`config.mk`:
```
export PLATFORM = sky130hd
export DESIGN_NAME = psr_refresh_sched
export DESIGN_NICKNAME = d
export VERILOG_FILES = /design/src/rtl/psr_pkg.sv /design/src/rtl/psr_interval.sv /design/src/rtl/psr_rowctr.sv /design/src/rtl/psr_seq.sv /design/src/rtl/psr_refresh_sched.sv
export SDC_FILE = /design/constraint.sdc
export NUM_CORES = 1
export LEC_CHECK = 0
export BUFFER_PORTS_ARGS = -buffer_cell sky130_fd_sc_hd__clkbuf_2
export CORE_MARGIN = 2
export CORE_UTILIZATION = 60
export CTS_CLUSTER_DIAMETER = 40
export CTS_CLUSTER_SIZE = 24
export DETAILED_ROUTE_END_ITERATION = 8
export PLACE_DENSITY = 0.77
export RECOVER_POWER = 25
export SLEW_MARGIN = 20
export SYNTH_ARGS = -nofsm -noshare
export SYNTH_HDL_FRONTEND = slang
export SYNTH_HIERARCHICAL = 1
export SYNTH_SLANG_ARGS = --single-unit
export TNS_END_PERCENT = 50
```
`constraint.sdc`:
```
create_clock -name clk -period 4.1 [get_ports clk]
set_input_delay 0.205 -clock clk [delete_from_list [all_inputs] [get_ports clk]]
set_output_delay 0.205 -clock clk [all_outputs]
set_load 0.01 [all_outputs]
```
`src/rtl/psr_pkg.sv`:
```
package psr_pkg;

  typedef enum logic [3:0] {
    ST_PWR,
    ST_DLO,
    ST_DHI,
    ST_IDLE,
    ST_CLO,
    ST_CHI,
    ST_ASET,
    ST_ALO,
    ST_AHI
  } psr_st_e;

  function automatic int imax3(input int a, input int b, input int c);
    int m;
    m = (a > b) ? a : b;
    return (m > c) ? m : c;
  endfunction

endpackage

```
`src/rtl/psr_interval.sv`:
```
module psr_interval #(
  parameter int PERIOD   = 3842,
  parameter int INTERVAL = 3906
) (
  input  logic clk,
  input  logic rst_n,
  input  logic run,
  input  logic start,
  input  logic clr,
  output logic pend,
  output logic ovr
);
  localparam int CW = $clog2(PERIOD + 1);
  localparam int WW = $clog2(INTERVAL + 1);

  logic [CW-1:0] cnt;
  logic [WW-1:0] wcnt;
  logic          tick;

  assign tick = run && (cnt == CW'(PERIOD - 1));

  always_ff @(posedge clk or negedge rst_n) begin
    if (!rst_n) begin
      cnt  <= '0;
      wcnt <= '0;
      pend <= 1'b0;
      ovr  <= 1'b0;
    end else begin
      if (run) cnt <= tick ? '0 : cnt + 1'b1;
      pend <= tick | (pend & ~start);
      if (!pend || start) wcnt <= '0;
      else if (wcnt != WW'(INTERVAL - 1)) wcnt <= wcnt + 1'b1;
      if (clr) ovr <= 1'b0;
      else if (pend && !start && wcnt == WW'(INTERVAL - 1)) ovr <= 1'b1;
    end
  end

  AST_NO_PEND_BEFORE_READY: assert property (@(posedge clk) disable iff (!rst_n)
    !run |-> !pend);
  AST_OVR_STICKY: assert property (@(posedge clk) disable iff (!rst_n)
    ovr && !clr |=> ovr);
  AST_OVR_CLEARED: assert property (@(posedge clk) disable iff (!rst_n)
    clr |=> !ovr);

endmodule

```
`src/rtl/psr_rowctr.sv`:
```
module psr_rowctr #(
  parameter int RW = 8
) (
  input  logic          clk,
  input  logic          rst_n,
  input  logic          step,
  output logic [RW-1:0] row
);
  always_ff @(posedge clk or negedge rst_n) begin
    if (!rst_n) row <= '0;
    else if (step) row <= row + 1'b1;
  end
endmodule

```
`src/rtl/psr_seq.sv`:
```
module psr_seq
  import psr_pkg::*;
#(
  parameter bit AUTO_RF  = 1'b0,
  parameter int PWRUP    = 50000,
  parameter int DUMMY    = 8,
  parameter int CE_LOW   = 20,
  parameter int CE_PRE   = 15,
  parameter int RFD      = 13,
  parameter int FAP      = 20,
  parameter int HOLD     = 20,
  parameter int FAP_MAX  = 2000
) (
  input  logic clk,
  input  logic rst_n,
  input  logic pend,
  input  logic gnt,
  output logic start,
  output logic step,
  output logic ready,
  output logic busy,
  output logic ce_n,
  output logic rf_n
);
  localparam int TMAX = imax3(imax3(PWRUP, CE_LOW, CE_PRE), imax3(RFD, FAP, HOLD), 1);
  localparam int TW   = $clog2(TMAX + 1);
  localparam int DW   = $clog2(DUMMY + 1);
  localparam int LW   = $clog2(FAP_MAX + 2);

  psr_st_e       st;
  logic [TW-1:0] tmr;
  logic [DW-1:0] dcnt;
  logic [LW-1:0] lo_run;
  logic          tdone;

  assign tdone = (tmr == '0);
  assign ready = !(st inside {ST_PWR, ST_DLO, ST_DHI});
  assign busy  = st inside {ST_CLO, ST_CHI, ST_ASET, ST_ALO, ST_AHI};
  assign start = (st == ST_IDLE) && pend && gnt;
  assign step  = (st == ST_CLO) && tdone;
  assign ce_n  = !(st inside {ST_DLO, ST_CLO});
  assign rf_n  = (st != ST_ALO);

  always_ff @(posedge clk or negedge rst_n) begin
    if (!rst_n) begin
      st   <= ST_PWR;
      tmr  <= TW'(PWRUP - 1);
      dcnt <= '0;
    end else begin
      case (st)
        ST_PWR:
          if (tdone) begin st <= ST_DLO; tmr <= TW'(CE_LOW - 1); end
          else tmr <= tmr - 1'b1;
        ST_DLO:
          if (tdone) begin st <= ST_DHI; tmr <= TW'(CE_PRE - 1); end
          else tmr <= tmr - 1'b1;
        ST_DHI:
          if (!tdone) tmr <= tmr - 1'b1;
          else if (dcnt == DW'(DUMMY - 1)) st <= ST_IDLE;
          else begin
            dcnt <= dcnt + 1'b1;
            st   <= ST_DLO;
            tmr  <= TW'(CE_LOW - 1);
          end
        ST_IDLE:
          if (start) begin
            if (AUTO_RF) begin st <= ST_ASET; tmr <= TW'(RFD - 1); end
            else begin st <= ST_CLO; tmr <= TW'(CE_LOW - 1); end
          end
        ST_CLO:
          if (tdone) begin st <= ST_CHI; tmr <= TW'(CE_PRE - 1); end
          else tmr <= tmr - 1'b1;
        ST_CHI:
          if (tdone) st <= ST_IDLE;
          else tmr <= tmr - 1'b1;
        ST_ASET:
          if (tdone) begin st <= ST_ALO; tmr <= TW'(FAP - 1); end
          else tmr <= tmr - 1'b1;
        ST_ALO:
          if (tdone) begin st <= ST_AHI; tmr <= TW'(HOLD - 1); end
          else tmr <= tmr - 1'b1;
        ST_AHI:
          if (tdone) st <= ST_IDLE;
          else tmr <= tmr - 1'b1;
        default: st <= ST_IDLE;
      endcase
    end
  end

  always_ff @(posedge clk or negedge rst_n) begin
    if (!rst_n) lo_run <= '0;
    else if (!rf_n) lo_run <= lo_run + 1'b1;
    else lo_run <= '0;
  end

  AST_INIT_RF_HIGH: assert property (@(posedge clk) disable iff (!rst_n)
    !ready |-> rf_n);
  AST_AR_CE_HIGH: assert property (@(posedge clk) disable iff (!rst_n)
    !rf_n |-> ce_n);
  AST_RF_PULSE_MAX: assert property (@(posedge clk) disable iff (!rst_n)
    lo_run <= LW'(FAP_MAX));

endmodule

```
`src/rtl/psr_refresh_sched.sv`:
```
module psr_refresh_sched
  import psr_pkg::*;
#(
  parameter bit AUTO_RF      = 1'b0,
  parameter int PWRUP_CYC    = 50000,
  parameter int DUMMY_N      = 8,
  parameter int INTERVAL_CYC = 3906,
  parameter int MARGIN_CYC   = 64,
  parameter int CE_LOW_CYC   = 20,
  parameter int CE_PRE_CYC   = 15,
  parameter int RFD_CYC      = 13,
  parameter int FAP_CYC      = 20,
  parameter int FP_CYC       = 8,
  parameter int FCE_CYC      = 40,
  parameter int ARC_CYC      = 35,
  parameter int FAP_MAX_CYC  = 2000,
  parameter int ROW_W        = 8
) (
  input  logic             clk,
  input  logic             rst_n,
  input  logic             rf_gnt,
  input  logic             ovr_clr,
  input  logic             acc_req,
  output logic             ready,
  output logic             rf_req,
  output logic             acc_ok,
  output logic             ovr,
  output logic             mem_ce_n,
  output logic             mem_oe_rf_n,
  output logic             mem_uoe_n,
  output logic             mem_lwr_n,
  output logic             mem_uwr_n,
  output logic [ROW_W-1:0] mem_row
);
  localparam int PERIOD = INTERVAL_CYC - MARGIN_CYC;
  localparam int HOLD   = imax3(FP_CYC, FCE_CYC - FAP_CYC, imax3(ARC_CYC - FAP_CYC, 1, 1));

  logic pend, start, step, busy;

  psr_interval #(.PERIOD(PERIOD), .INTERVAL(INTERVAL_CYC)) u_int (
    .clk(clk), .rst_n(rst_n), .run(ready), .start(start), .clr(ovr_clr),
    .pend(pend), .ovr(ovr)
  );

  psr_seq #(
    .AUTO_RF(AUTO_RF), .PWRUP(PWRUP_CYC), .DUMMY(DUMMY_N), .CE_LOW(CE_LOW_CYC),
    .CE_PRE(CE_PRE_CYC), .RFD(RFD_CYC), .FAP(FAP_CYC), .HOLD(HOLD), .FAP_MAX(FAP_MAX_CYC)
  ) u_seq (
    .clk(clk), .rst_n(rst_n), .pend(pend), .gnt(rf_gnt), .start(start), .step(step),
    .ready(ready), .busy(busy), .ce_n(mem_ce_n), .rf_n(mem_oe_rf_n)
  );

  psr_rowctr #(.RW(ROW_W)) u_row (
    .clk(clk), .rst_n(rst_n), .step(step), .row(mem_row)
  );

  assign rf_req    = pend | busy;
  assign acc_ok    = acc_req & ready & ~busy;
  assign mem_uoe_n = 1'b1;
  assign mem_lwr_n = 1'b1;
  assign mem_uwr_n = 1'b1;

  AST_ACC_BLOCKED: assert property (@(posedge clk) disable iff (!rst_n)
    acc_ok |-> mem_ce_n && mem_oe_rf_n && ready);
  AST_REQ_HELD: assert property (@(posedge clk) disable iff (!rst_n)
    rf_req && !rf_gnt && !busy |=> rf_req);

  generate
    if (!AUTO_RF) begin : g_ce_only
      AST_ROW_STEP: assert property (@(posedge clk) disable iff (!rst_n)
        $rose(mem_ce_n) && ready |-> mem_row == $past(mem_row) + 1'b1);
    end else begin : g_auto
      AST_ROW_FROZEN: assert property (@(posedge clk) disable iff (!rst_n)
        mem_row == '0);
    end
  endgenerate

endmodule

```
Word-level counts from Yosys, hierarchy flattened
Cells that the tools add are included.
Storage, ports and cells
  register bits after elaboration: 58
  output and inout port bits: 17
  logic and storage cells: 91
Cells by class
  $add $sub $neg: 5
  eq/ne operators: 23
  mux-type cells: 22
  bitwise operators: 8
  reductions and logical operators: 25
Operator list (count)
  2-to-1 mux 16 bit: 6
  one-hot mux 16 bit (5 select lines): 1
  2-to-1 mux 12 bit: 3
  2-to-1 mux 4 bit: 8
  one-hot mux 4 bit (8 select lines): 1
  adder 12 x 1 -> 12 bit (second input constant): 2
  == test 12 bit (second input constant): 2
  == test 4 x 3 -> 1 bit (second input constant): 5
  zero test 16 bit: 1
  subtractor 16 x 1 -> 16 bit (second input constant): 1
  inequality test 2 x 1 -> 1 bit (second input constant): 7
  inequality test 12 bit (second input constant): 1
  nonzero test 5 bit: 2
  adder 8 x 1 -> 8 bit (second input constant): 1
  == test 4 x 2 -> 1 bit (second input constant): 2
  AND reduction 8 bit: 1
  logical AND 1 bit: 6
  nonzero test 2 bit: 3
  adder 4 x 1 -> 4 bit (second input constant): 1
  == test 4 x 1 -> 1 bit (second input constant): 1
  == test 4 bit (second input constant): 1
  zero test 1 bit: 4
  zero test 4 bit: 1
  inequality test 2 bit (second input constant): 2
  13 further kinds: 20

Logic depth before layout (Yosys ltp)
  word-level depth: 8
  mapped depth: 9

By module
Netlist, hierarchy kept.
Modules (own cells, without submodules)
  psr_seq: times used 1, cells an instance 166, area each 1641.6 µm², sequential area each 611.8 µm²
  psr_interval: times used 1, cells an instance 132, area each 1361.3 µm², sequential area each 650.6 µm²
  psr_rowctr: times used 1, cells an instance 26, area each 337.8 µm², sequential area each 200.2 µm²
  psr_refresh_sched: times used 1, cells an instance 6, area each 42.5 µm², sequential area each 0.0 µm²

Worst setup path after synthesis
OpenSTA, ideal clock, no wires.
  path type: reg2reg
  start point: reg u_seq.tmr[0]
  end point: reg u_row.row[5]
  setup time: 0.079 ns
  data arrival time: 2.172 ns
  data required time: 4.021 ns
  slack: 1.849 ns
  cell stages (with the launch flop): 9
  path buffers: 0
  cell sequence: dfstp_2 -> inv_1 -> ha_1 -> nor4b_4 -> nand4_1 -> nor4_1 -> nand4_2 -> nor2_2 -> xor2_1
On the way
  word-level cells in the longest chain between the ends: 2
Ends and longest elaborated chain
  start: declaration: line psr_seq.sv:31  | logic [TW-1:0] tmr;
  start signal: assignment: line psr_seq.sv:47  | tmr <= TW'(PWRUP - 1);
  start signal: assignment: line psr_seq.sv:53  | else tmr <= tmr - 1'b1;
  start signal: assignment: line psr_seq.sv:56  | else tmr <= tmr - 1'b1;
  zero test 16 bit: line psr_seq.sv:36  | assign tdone = (tmr == '0);
  logical AND 1 bit: line psr_seq.sv:40  | assign step = (st == ST_CLO) && tdone;
  named net step: line psr_refresh_sched.sv:38  | logic pend, start, step, busy;
  end signal: assignment: line psr_rowctr.sv:11  | else if (step) row <= row + 1'b1;
  end: declaration: line psr_rowctr.sv:7  | output logic [RW-1:0] row
The timed path passes the listed nets, and every way through them passes these cells.
A chain may end at the register's enable or synchronous reset.

==> results.yml <==
run_status:
  status: "complete, but fails checks"
  violations: "capacitance limit, slew limit"
cells_and_area:
  nNetsFinal: 360
  drive_gt1_share_pct: 20.68
  fill_cells: 425
  n_antenna_cell: 0
  syn_to_final_growth_pct: 8.469
  final_common_cell: "dfrtp_1"
  fin_cells: 425
  register_area_mm2: 0.001463
  utilization_pct: 67.06
  multi_input_area_mm2: 0.001800
  layout_common_cells: "dfrtp_1, a21oi_1, nand2_1, nor2_1, clkbuf_2"
clock_network:
  clkSlewWorstSetupHoldPaths_ns: 0.07
  clock_sinks: 58
  cts_buffer_depth: 2
  root_buffer: "clkbuf_8"
  numCtsBuffers: 9
  cts_resized: 0
  clock_latency_ns: 0.33
  cts_hold_buf: 0
  postCtsSetupRepairBufs: 0
  cts_tree: "built"
  htree_levels: 3
logic_synthesis:
  synth_flop_cell: "dfrtp_1"
  ys_seq_area_share_pct: 43.23
  yosysTopAreaCell: "dfrtp_1"
  synth_top_area_share_pct: 36.24
  synth_cell_types: 75
  synthesis.area_mm2: 0.003383
  ys_ff_latch: 58
  syn_inst: 330
  yosysWarningCount: 6
  synth_edf_count: 0
  synth_top_cells_by_area: "dfrtp_1, dfstp_2, a21oi_1"
  syn_avg_cell_area_um2: 10.25
  async_flop_share_pct: 100.0
power_and_ir_drop:
  p_switching_uw: 248.8
  switching_share_pct: 22.57
  p_leak_nw: 1.589
  p_int_uw: 853.8
  finalPower_mw: 1.103
  ir_worst_vdd_mv: 0.2864
  power.share.combinational_pct: 1.4
  powerDensity_mw_per_mm2: 300.5
  p_clk_share_pct: 46.7
  power_frac_seq_pct: 51.9
drt:
  firstDrtPassIters: 4
  detail_route.wl_per_cell_um: 15.14
  route.detailed.drc: 0
  wl_mm: 6.433
  final_antenna_net_count: 0
  via_per_inst: 6.120
  vias: 2601
  initialDrtViolationCount: 129
setup_path:
  cp-end-kind: "asynchronous set/reset pin"
  crit_buf_inv: 2
  crit_fanout: 58
  crit_slowest_cell: "clkbuf_1"
  crit_chain: "clkbuf_2, clkbuf_1"
  crit_path_max_incr_delay_ns: 2.15
  required_ns: 3.87
  worstSetupPathType: "in2async"
  crit_family: "buffers and inverters"
  r2r_setup_slack_ns: 1.52
  arrival_ns: 2.44
  startpoint_type: "primary input"
place:
  dpl.cell_count: 409
  place_congestion: 0.8268
  port_buffers: 18
  dp_hpwl_mm: 4.398
timing:
  skew_ns: 0.009292
  setup_viol: 0
  clock.fmax_mhz: 373.3
  rsz0062_at_grt: "false"
  period_needed_ns: 2.679
  worstMarginPinSlew_ns: 3.045
  hold_violations: 0
  min_period_over_period_pct: 65.34
  tns_ns: 0
  max_slew_margin_pct: -103.0
  drv_slew: 59
floorplanning:
  die_h_um: 79.09
  coreArea_mm2: 0.005473
  die_x_um: 79.09
  ioPinCount: 22
  placementRows: 27
  start_util_pct: 61.82
  die-area_mm2: 0.006255
job:
  max_cap_violations: 1
global_route:
  grt_max_degree: 59
  grt_pass1_vias: 2443
  grt_overflow: 0
  grt_usage_pct: 22.48
  grt_pass1_wl_mm: 11.19
  antenna_found_initial: 0
worst_hold_path:
  hold_path_class: "in2reg"
[power groups by stage]
stage	Clock (mW)	Combinational [mW]	Sequential (mW)
2_1_floorplan	0	0.00426	0.583
4_1_cts	0.529	0.0166	0.572
6_report	0.515	0.0152	0.573
3_3_place_gp	0	0.0163	0.583
5_1_grt	0.550	0.0182	0.572
3_5_place_dp	0	0.0165	0.583
[metrics by stage]
stage	setup WS, ns	area [um^2]	hold slack (ns)
after CTS	1.458	3667	0.03215
after floorplan	1.849	3391	-0.09059
after detailed placement	1.476	3475	0.3924
final	1.421	3670	0.1156
after global routing	0.7223	3670	0.1111
after global placement	1.520	3475	0.3870
[state kept, by name, indices dropped and copies added (netlist names)]
register	flops
u_seq/tmr	16
u_int/cnt	12
u_int/wcnt	12
u_row/row	8
u_seq/dcnt	4
u_seq/st	4
u_int/ovr	1
u_int/pend	1
[per-layer routing]
metal	global-route usage, %	part of all wire (%)	vias to the layer above
li1	-	-	1290
met5	0	0	-
met3	3.750	2.5	9
met4	7.931	1.4	0
met2	37.20	48	35
met1	30.06	48	1267
[cells by family after synthesis]
family                     share of synthesized area, %
adders and majority gates                         2.589
buffers and inverters                             3.957
other                                            0.1108
muxes                                             1.960
and+or+nand+nor                                   28.22
AOI/OAI and AO/OA                                 15.02
DFF                                               43.23
xor gates and xnor gates                          4.919
[synthesized netlist by cell type, types with 5 or more instances]
cell,n
xor2_1,10
o31ai_1,8
xnor2_1,9
nand2_1,19
inv_1,8
or4_1,8
nor2_1,19
nand2b_1,9
a21oi_1,23
or3_1,9
nor3_1,5
o21ai_0,10
ha_1,7
nand3_1,15
dfstp_2,9
nand4_1,16
dfrtp_1,49
[worst paths after layout]
kind,start,endpoint,depth (start not counted)
max,rst_n,u_int/cnt[8],2
min,ovr_clr,u_int/ovr,2
max reg2reg,u_seq/st[0],u_seq/tmr[4],5
min reg2reg,u_row/row[7],u_row/row[7],1
max in group clk,u_seq/st[0],u_seq/tmr[4],5
min in group asynchronous,rst_n,u_seq/tmr[5],2
[cell type report]
type,instances,area share [%]
clock inverters,7,1.875
inverters,8,0.8183
well taps,72,2.455
clock buffers,9,3.375
flip-flops and latches,58,39.86
repair buffers,19,2.557
multi-input cells,252,49.06
(Power assumes the default switching activity.)
